$ cat src/rtl/plt_pkg.sv
package plt_pkg;
    localparam int CMD_W  = 6;
    localparam int BYTE_W = 8;
    localparam int PAD_W  = BYTE_W - CMD_W;

    typedef struct packed {
        logic pen_up;
        logic pen_down;
        logic x_pos;
        logic x_neg;
        logic y_pos;
        logic y_neg;
    } plt_cmd_t;

    typedef enum logic [1:0] {
        SPI_IDLE,
        SPI_LOW,
        SPI_HIGH,
        SPI_HOLD
    } spi_state_e;

    typedef struct packed {
        logic [3:0] rsvd;
        logic       irq;
        logic       err;
        logic       not_ready;
        logic       busy;
    } plt_status_t;

    function automatic logic [BYTE_W-1:0] pad_cmd(plt_cmd_t c);
        return {{PAD_W{1'b0}}, c};
    endfunction
endpackage

$ cat src/rtl/plt_sync.sv
module plt_sync #(
    parameter int STAGES = 2
) (
    input  logic clk,
    input  logic rst,
    input  logic d,
    output logic q
);
    logic [STAGES-1:0] chain;

    always_ff @(posedge clk) begin
        if (rst) chain <= '0;
        else     chain <= {chain[STAGES-2:0], d};
    end

    assign q = chain[STAGES-1];
endmodule

$ cat src/rtl/plt_spi_tx.sv
module plt_spi_tx
    import plt_pkg::*;
#(
    parameter int CLK_DIV = 4,
    parameter int DATA_W  = BYTE_W
) (
    input  logic              clk,
    input  logic              rst,
    input  logic              start,
    input  logic [DATA_W-1:0] data_in,
    output logic              sclk,
    output logic              mosi,
    output logic              cs_n,
    output logic              done,
    output logic              active
);
    localparam int DIV_W = $clog2(CLK_DIV + 1);
    localparam int IDX_W = $clog2(DATA_W);

    spi_state_e        state;
    logic [DATA_W-1:0] shreg;
    logic [DIV_W-1:0]  div_cnt;
    logic [IDX_W-1:0]  bit_idx;
    logic              div_end;

    assign div_end = (div_cnt == DIV_W'(CLK_DIV - 1));

    always_ff @(posedge clk) begin
        if (rst) begin
            state   <= SPI_IDLE;
            sclk    <= 1'b0;
            cs_n    <= 1'b1;
            shreg   <= '0;
            div_cnt <= '0;
            bit_idx <= '0;
        end else begin
            case (state)
                SPI_IDLE: begin
                    if (start) begin
                        shreg   <= data_in;
                        cs_n    <= 1'b0;
                        div_cnt <= '0;
                        bit_idx <= '0;
                        state   <= SPI_LOW;
                    end
                end
                SPI_LOW: begin
                    if (div_end) begin
                        div_cnt <= '0;
                        sclk    <= 1'b1;
                        state   <= SPI_HIGH;
                    end else begin
                        div_cnt <= div_cnt + 1'b1;
                    end
                end
                SPI_HIGH: begin
                    if (div_end) begin
                        div_cnt <= '0;
                        sclk    <= 1'b0;
                        if (bit_idx == IDX_W'(DATA_W - 1)) begin
                            state <= SPI_HOLD;
                        end else begin
                            bit_idx <= bit_idx + 1'b1;
                            shreg   <= {shreg[DATA_W-2:0], 1'b0};
                            state   <= SPI_LOW;
                        end
                    end else begin
                        div_cnt <= div_cnt + 1'b1;
                    end
                end
                SPI_HOLD: begin
                    if (div_end) begin
                        div_cnt <= '0;
                        cs_n    <= 1'b1;
                        state   <= SPI_IDLE;
                    end else begin
                        div_cnt <= div_cnt + 1'b1;
                    end
                end
                default: state <= SPI_IDLE;
            endcase
        end
    end

    assign mosi   = shreg[DATA_W-1];
    assign done   = (state == SPI_HOLD) && div_end;
    assign active = (state != SPI_IDLE);
endmodule

$ cat src/rtl/plt_ctrl.sv
module plt_ctrl
    import plt_pkg::*;
(
    input  logic              clk,
    input  logic              rst,
    input  logic              wr_en,
    input  plt_cmd_t          wr_cmd,
    input  logic              rd_en,
    input  logic              irq_ack,
    input  logic              not_ready,
    input  logic              tx_done,
    output logic              tx_start,
    output logic [BYTE_W-1:0] tx_byte,
    output logic              busy,
    output logic              irq,
    output logic              err,
    output logic [BYTE_W-1:0] rd_data
);
    plt_cmd_t    cmd_q;
    logic        start_q;
    logic        accept;
    plt_status_t status;

    assign accept = wr_en && !busy && !not_ready;

    always_ff @(posedge clk) begin
        if (rst) begin
            cmd_q   <= '0;
            start_q <= 1'b0;
            busy    <= 1'b0;
            irq     <= 1'b0;
            err     <= 1'b0;
            rd_data <= '0;
        end else begin
            start_q <= accept;
            if (accept) cmd_q <= wr_cmd;

            if (accept)       busy <= 1'b1;
            else if (tx_done) busy <= 1'b0;

            if (tx_done)                irq <= 1'b1;
            else if (accept || irq_ack) irq <= 1'b0;

            if (wr_en && busy) err <= 1'b1;
            else if (rd_en)    err <= 1'b0;

            if (rd_en) rd_data <= status;
        end
    end

    always_comb begin
        status           = '0;
        status.busy      = busy;
        status.not_ready = not_ready;
        status.err       = err;
        status.irq       = irq;
    end

    assign tx_start = start_q;
    assign tx_byte  = pad_cmd(cmd_q);
endmodule

$ cat src/rtl/plotter_step_port.sv
module plotter_step_port
    import plt_pkg::*;
#(
    parameter int CLK_DIV     = 4,
    parameter int SYNC_STAGES = 2
) (
    input  logic              clk,
    input  logic              rst,
    input  logic              wr_en,
    input  logic [CMD_W-1:0]  wr_cmd,
    input  logic              rd_en,
    output logic [BYTE_W-1:0] rd_data,
    input  logic              irq_ack,
    output logic              irq,
    input  logic              dev_ready,
    output logic              spi_sclk,
    output logic              spi_mosi,
    output logic              spi_cs_n
);
    logic              ready_s;
    logic              not_ready;
    logic              tx_start;
    logic              tx_done;
    logic              tx_active;
    logic [BYTE_W-1:0] tx_byte;
    logic              busy;
    logic              err_flag;

    plt_sync #(.STAGES(SYNC_STAGES)) sync_i (
        .clk (clk),
        .rst (rst),
        .d   (dev_ready),
        .q   (ready_s)
    );

    assign not_ready = !ready_s;

    plt_ctrl ctrl_i (
        .clk       (clk),
        .rst       (rst),
        .wr_en     (wr_en),
        .wr_cmd    (plt_cmd_t'(wr_cmd)),
        .rd_en     (rd_en),
        .irq_ack   (irq_ack),
        .not_ready (not_ready),
        .tx_done   (tx_done),
        .tx_start  (tx_start),
        .tx_byte   (tx_byte),
        .busy      (busy),
        .irq       (irq),
        .err       (err_flag),
        .rd_data   (rd_data)
    );

    plt_spi_tx #(.CLK_DIV(CLK_DIV), .DATA_W(BYTE_W)) tx_i (
        .clk     (clk),
        .rst     (rst),
        .start   (tx_start),
        .data_in (tx_byte),
        .sclk    (spi_sclk),
        .mosi    (spi_mosi),
        .cs_n    (spi_cs_n),
        .done    (tx_done),
        .active  (tx_active)
    );
endmodule

$ cat config.mk
export PLATFORM = sky130hd
export DESIGN_NAME = plotter_step_port
export DESIGN_NICKNAME = d
export VERILOG_FILES = /design/src/rtl/plt_pkg.sv /design/src/rtl/plt_sync.sv /design/src/rtl/plt_spi_tx.sv /design/src/rtl/plt_ctrl.sv /design/src/rtl/plotter_step_port.sv
export SDC_FILE = /design/constraint.sdc
export NUM_CORES = 1
export LEC_CHECK = 0
export BUFFER_PORTS_ARGS = -buffer_cell sky130_fd_sc_hd__buf_2
export CAP_MARGIN = 10
export CORE_MARGIN = 2
export CORE_UTILIZATION = 50
export DETAILED_ROUTE_END_ITERATION = 10
export GPL_TIMING_DRIVEN = 0
export PLACE_DENSITY_LB_ADDON = 0.3
export SLEW_MARGIN = 30
export SYNTH_ARGS = -nofsm -noshare
export SYNTH_HDL_FRONTEND = slang
export SYNTH_SLANG_ARGS = --single-unit
$ cat constraint.sdc
create_clock -name clk -period 3.4 [get_ports clk]
set_input_delay 0.68 -clock clk [delete_from_list [all_inputs] [get_ports clk]]
set_output_delay 0.68 -clock clk [all_outputs]
set_load 0.01 [all_outputs]
# == After elaboration in Yosys (flattened, before gate mapping) ==
# Cells that the tools add are included.
# totals
regBits,34
output_inout_bits,12
# op_classes
n_addsub,2
eq_ne,10
muxes,27
reduce_logical,19
# ops
operator,n
8-bit 2-to-1 mux,3
8-bit case mux with 2 select lines,1
3-bit 2-to-1 mux,4
3-bit case mux with 2 select lines,2
2-bit nonzero test,6
2-bit 2-to-1 mux,5
1-bit 2-to-1 mux,9
2-bit case mux with 4 select lines,1
4-bit AND reduction,2
3-bit by 1-bit adder with 3-bit output (second input constant),2
2-bit by 1-bit inequality test with 1-bit output (second input constant),3
3-bit AND reduction,2
2-bit == test (second input constant),2
1-bit logical AND,4
2-bit inequality test (second input constant),2
1-bit case mux with 2 select lines,2
3-bit by 2-bit == test with 1-bit output (second input constant),1
3-bit == test (second input constant),1
3-bit OR reduction,1
2-bit by 1-bit == test with 1-bit output (second input constant),1
1-bit logical NOT,2
2-bit logical NOT,1
1-bit logical OR,1

# == Longest topological paths before layout ==
# logic_depth
word_depth,6
mapped_depth,6
mapped_depth_nobuf,5

# == Modules after synthesis ==
# Synthesis repeated with hierarchy kept, for this count alone.
# hier_totals
hier_cells,173
area_unflattened_um2,1676.6
# by_module_without_submodules
module,n_inst,cells_each,area_each_um2
plt_spi_tx,1,107,1006.0
plt_ctrl,1,61,614.3
plt_sync,1,4,52.6
plotter_step_port,1,1,3.8

# == Worst setup path after synthesis ==
# Ideal clock, no wire load.
# synth_path
path_kind,register to register
startpoint,reg tx_i.bit_idx[0]
endpoint,reg tx_i.shreg[2]
setup_ps,134
t_arrival_ps,1384
slack_ps,1882
path_stages_with_launch,7
n_path_buf,1
synth_period_minus_slack_ps,1518
path_cell_list,dfxtp_1 ha_1 ha_1 nand4bb_2 buf_2 a211oi_1 a211oi_1
# synth_between
elab_chain_cells,3
# synth_rtl
element,line_no,text
start: declaration,plt_spi_tx.sv:23,logic [IDX_W-1:0] bit_idx;
start signal: assignment,plt_spi_tx.sv:63,bit_idx <= bit_idx + 1'b1;
3-bit == test,plt_spi_tx.sv:60,if (bit_idx == IDX_W'(DATA_W - 1)) begin
2-bit inequality test (no line),--,
4-bit AND reduction (no line),--,
end signal: assignment,plt_spi_tx.sv:40,shreg <= data_in;
end signal: assignment,plt_spi_tx.sv:64,"shreg <= {shreg[DATA_W-2:0], 1'b0};"
end: declaration,plt_spi_tx.sv:21,logic [DATA_W-1:0] shreg;
# No other way between the ends.
# A chain may end at the register's enable or synchronous reset.

# == Worst setup path in the final report ==
# layout_path
startpoint,reg tx_i.bit_idx[0]
endpoint,reg tx_i.shreg[3]
# The elaborated chain is that of the path after synthesis.

==> flow_summary.yaml <==
status:
  status: "finished, violations left"
  violations: "design-rule violations"
yosys:
  synthCells: 159
  ys_ff_latch: 34
  ys_seq_area_share_pct: 45.3
  syn_area_per_cell_um2: 9.45
  synth_area_um2: 1500
  synth_cell_types: 34
  ys_warn_count: 0
worst_setup_path:
  path_buf_inv: 1
  crit_path_top_delay_cell: "dfxtp_1"
  critical_path_arrival_ns: 1.91
  required_ns: 3.61
  end_kind: "flop"
  path_class: "reg -> reg"
  cp_max_fo: 10
  crit_path_max_incr_delay_ns: 0.35
  cp_cell_sequence: "ha_1 > ha_1 > nand4bb_2 > buf_2 > a211oi_1 > a211oi_1"
  startpoint_type: "flop"
  cp_top_family: "adder cells"
clocking:
  cts_hold_buf: 0
  cts_tree: "built"
  htreeDepth: 2
  ctsLongestPathBuffers: 2
  post-cts-setup-buffers: 0
  clock_latency_ns: 0.35
  clock-sinks: 34
  clk_pin_slew_worst_paths_ns: 0.10
  ctsResizeCount: 0
  cts_buffers: 5
  cts-root-buf: "clkbuf_4"
layout:
  synthToLayoutAreaGrowth_pct: 13.0
  antenna_cells: 0
  drive_above_1_share_pct: 23.5
  final_nets: 201
  multiInputGateArea_um2: 711
  fin_cells: 218
  postLayoutCellArea_um2: 1700
  fillers: 256
  final-seq-area_um2: 681
sta:
  rsz0062_at_grt: "no"
  finClkSkew_ns: 0.0107
  final.setup.tns_ns: 0
  fmaxAchievable_mhz: 587
  fin_crit_ns: 1.70
  period_share_pct: 50.1
  setup_viol: 0
  whs_ns: 0.461
  finalHoldViolCount: 0
  slew_viol_final: 0
run:
  drv_cap: 0
global_route:
  antenna_found_initial: 0
  grt-ovfl-total: 0
  grt_pass1_vias: 1085
  grt_pass1_wl_mm: 4.84
  grt_start_max_net_pins: 11
  grt.total_usage_pct: 18.6
die:
  core_area_um2: 2810
  pin_count: 24
  rows: 19
  start_util_pct: 53.6
  dieArea_um2: 3460
  die_h_um: 58.8
  die_w_um: 58.8
pwr:
  power.static_leakage_nw: 0.704
  p_sw_share_pct: 23.7
  p_seq_share_pct: 59.6
  p_comb_share_pct: 6.1
  p_int_w: 0.000526
  p_per_area_nw_per_um2: 406
  total_power_w: 0.000689
  switchingPower_w: 0.000163
  pwr-share-clk_pct: 34.3
  ir_drop_mv: 0.340
route:
  vias: 1203
  drtAntennaViolNets: 0
  routed_wl_mm: 2.85
  viasPerCell: 5.52
  drtIter0Drc: 26
  wl_per_cell_um: 13.1
  drc: 3
  first_pass_iters: 7
placement:
  dp_hpwl_mm: 2.08
  placed_cells: 210
  routabilityCongestion: 0.790
  placed_cell_area_um2: 1640
  io_buffers: 17
hold_path:
  hold_class: "reg -> reg"
==> per-layer routing <==
metal  up-vias  global-route usage (%)  wire [um]
met5         -                       0          0
met4         0                    4.87         40
met3         7                    6.59        170
met2        35                    30.3       1390
met1       556                    23.3       1250
li1        605                       -          -
==> cell usage after synthesis, drive strengths merged <==
master    n  area [um2]
inv       7        26.3
o21bai    1        7.51
or3b      1        8.76
nand3    11        55.1
nand4bb   1        16.3
clkbuf    5        18.8
dfxtp    34         681
ha        3        37.5
nand2b    3        26.3
nor2     13        51.3
mux2i     9        90.1
and3b     1        8.76
a31oi     5        31.3
conb      1        3.75
a21o      1        7.51
a211oi   12        90.1
nand2     9        33.8
o211ai    1        7.51
and4b     1        10.0
nor2b     3        18.8
or3       2        12.5
mux2      5        56.3
a21oi    10        50.1
o21ai     2        10.0
a311oi    1        8.76
buf      11        77.6
nand3b    3        22.5
nand4b    1        8.76
nor4bb    1        10.0
and4bb    1        16.3
==> worst reg2reg max path, delay by kind of cell (launching register included) <==
family                     cells  cell delay (ns)
and+or+nand+nor                1             0.29
DFF                            1             0.35
adders and majority gates      2             0.40
AOI/OAI and AO/OA              2             0.31
buffers and inverters          1             0.22
==> cells in the final DEF, fill, tap and decap left out, types with 5 or more instances in the layout <==
cell	Yosys	routed
dfxtp_1	34	34
buf_2	5	22
a211oi_1	12	12
nor2_1	12	12
nand3_1	11	11
a21oi_1	10	10
nand2_1	9	9
mux2i_1	9	9
inv_1	7	7
clkbuf_1	5	6
a31oi_1	5	5
mux2_2	5	5
clkbuf_4	0	5
==> power by group through the flow <==
| stage | Clock, W | Combinational, W | Sequential [W] |
|---|---|---|---|
| 5_1_grt | 0.000259 | 0.0000473 | 0.000412 |
| 6_report | 0.000236 | 0.0000423 | 0.000410 |
| 2_1_floorplan | 0 | 0.0000284 | 0.000420 |
| 3_3_place_gp | 0 | 0.0000416 | 0.000419 |
| 3_5_place_dp | 0 | 0.0000424 | 0.000420 |
| 4_1_cts | 0.000240 | 0.0000426 | 0.000411 |
==> stage by stage <==
stage / utilization (%) / worst slack [ns]
5_1_grt: 60.5 / 1.61
4_1_cts: 60.5 / 1.70
2_1_floorplan: - / 1.88
3_3_place_gp: 58.4 / 1.76
6_report: 60.5 / 1.70
3_5_place_dp: 58.4 / 1.71
==> cells by family after synthesis <==
kind of cell | Yosys count | share of synthesized area (%)
buffers and inverters | 23 | 8.16
flip-flops | 34 | 45.3
multiplexers | 14 | 9.74
other | 1 | 0.250
adder cells (fa/ha/maj) | 3 | 2.50
AO/OA/AOI/OAI | 33 | 14.2
AND/OR/NAND/NOR | 51 | 19.9
==> cell type report <==
type | count | area share, %
Clock inverter | 1 | 0.295
Buffer | 16 | 5.67
Inverter | 7 | 1.55
Clock buffer | 7 | 3.24
Tap cell | 31 | 2.28
Sequential cell | 34 | 40.1
Timing Repair Buffer | 17 | 5.01
Multi-Input combinational cell | 105 | 41.9
==> flip-flops by register name, indices dropped and copies added (netlist names) <==
signal	flops
ctrl_i.busy	1
ctrl_i.err	1
ctrl_i.irq	1
ctrl_i.rd_data	4
ctrl_i.tx_byte	6
ctrl_i.tx_start	1
sync_i.chain	2
tx_i.bit_idx	3
tx_i.cs_n	1
tx_i.div_cnt	3
tx_i.sclk	1
tx_i.shreg	8
tx_i.state	2
==> final timing paths <==
path	from	to	slack (ns)	cells after the start
worst max-delay path	tx_i.bit_idx[0]	tx_i.shreg[3]	1.70	6
worst min-delay path	sync_i.chain[1]	ctrl_i.rd_data[1]	0.46	1
worst max register to register	tx_i.bit_idx[0]	tx_i.shreg[3]	1.70	6
worst min register to register	sync_i.chain[1]	ctrl_i.rd_data[1]	0.46	1
(Power assumes the default switching activity.)
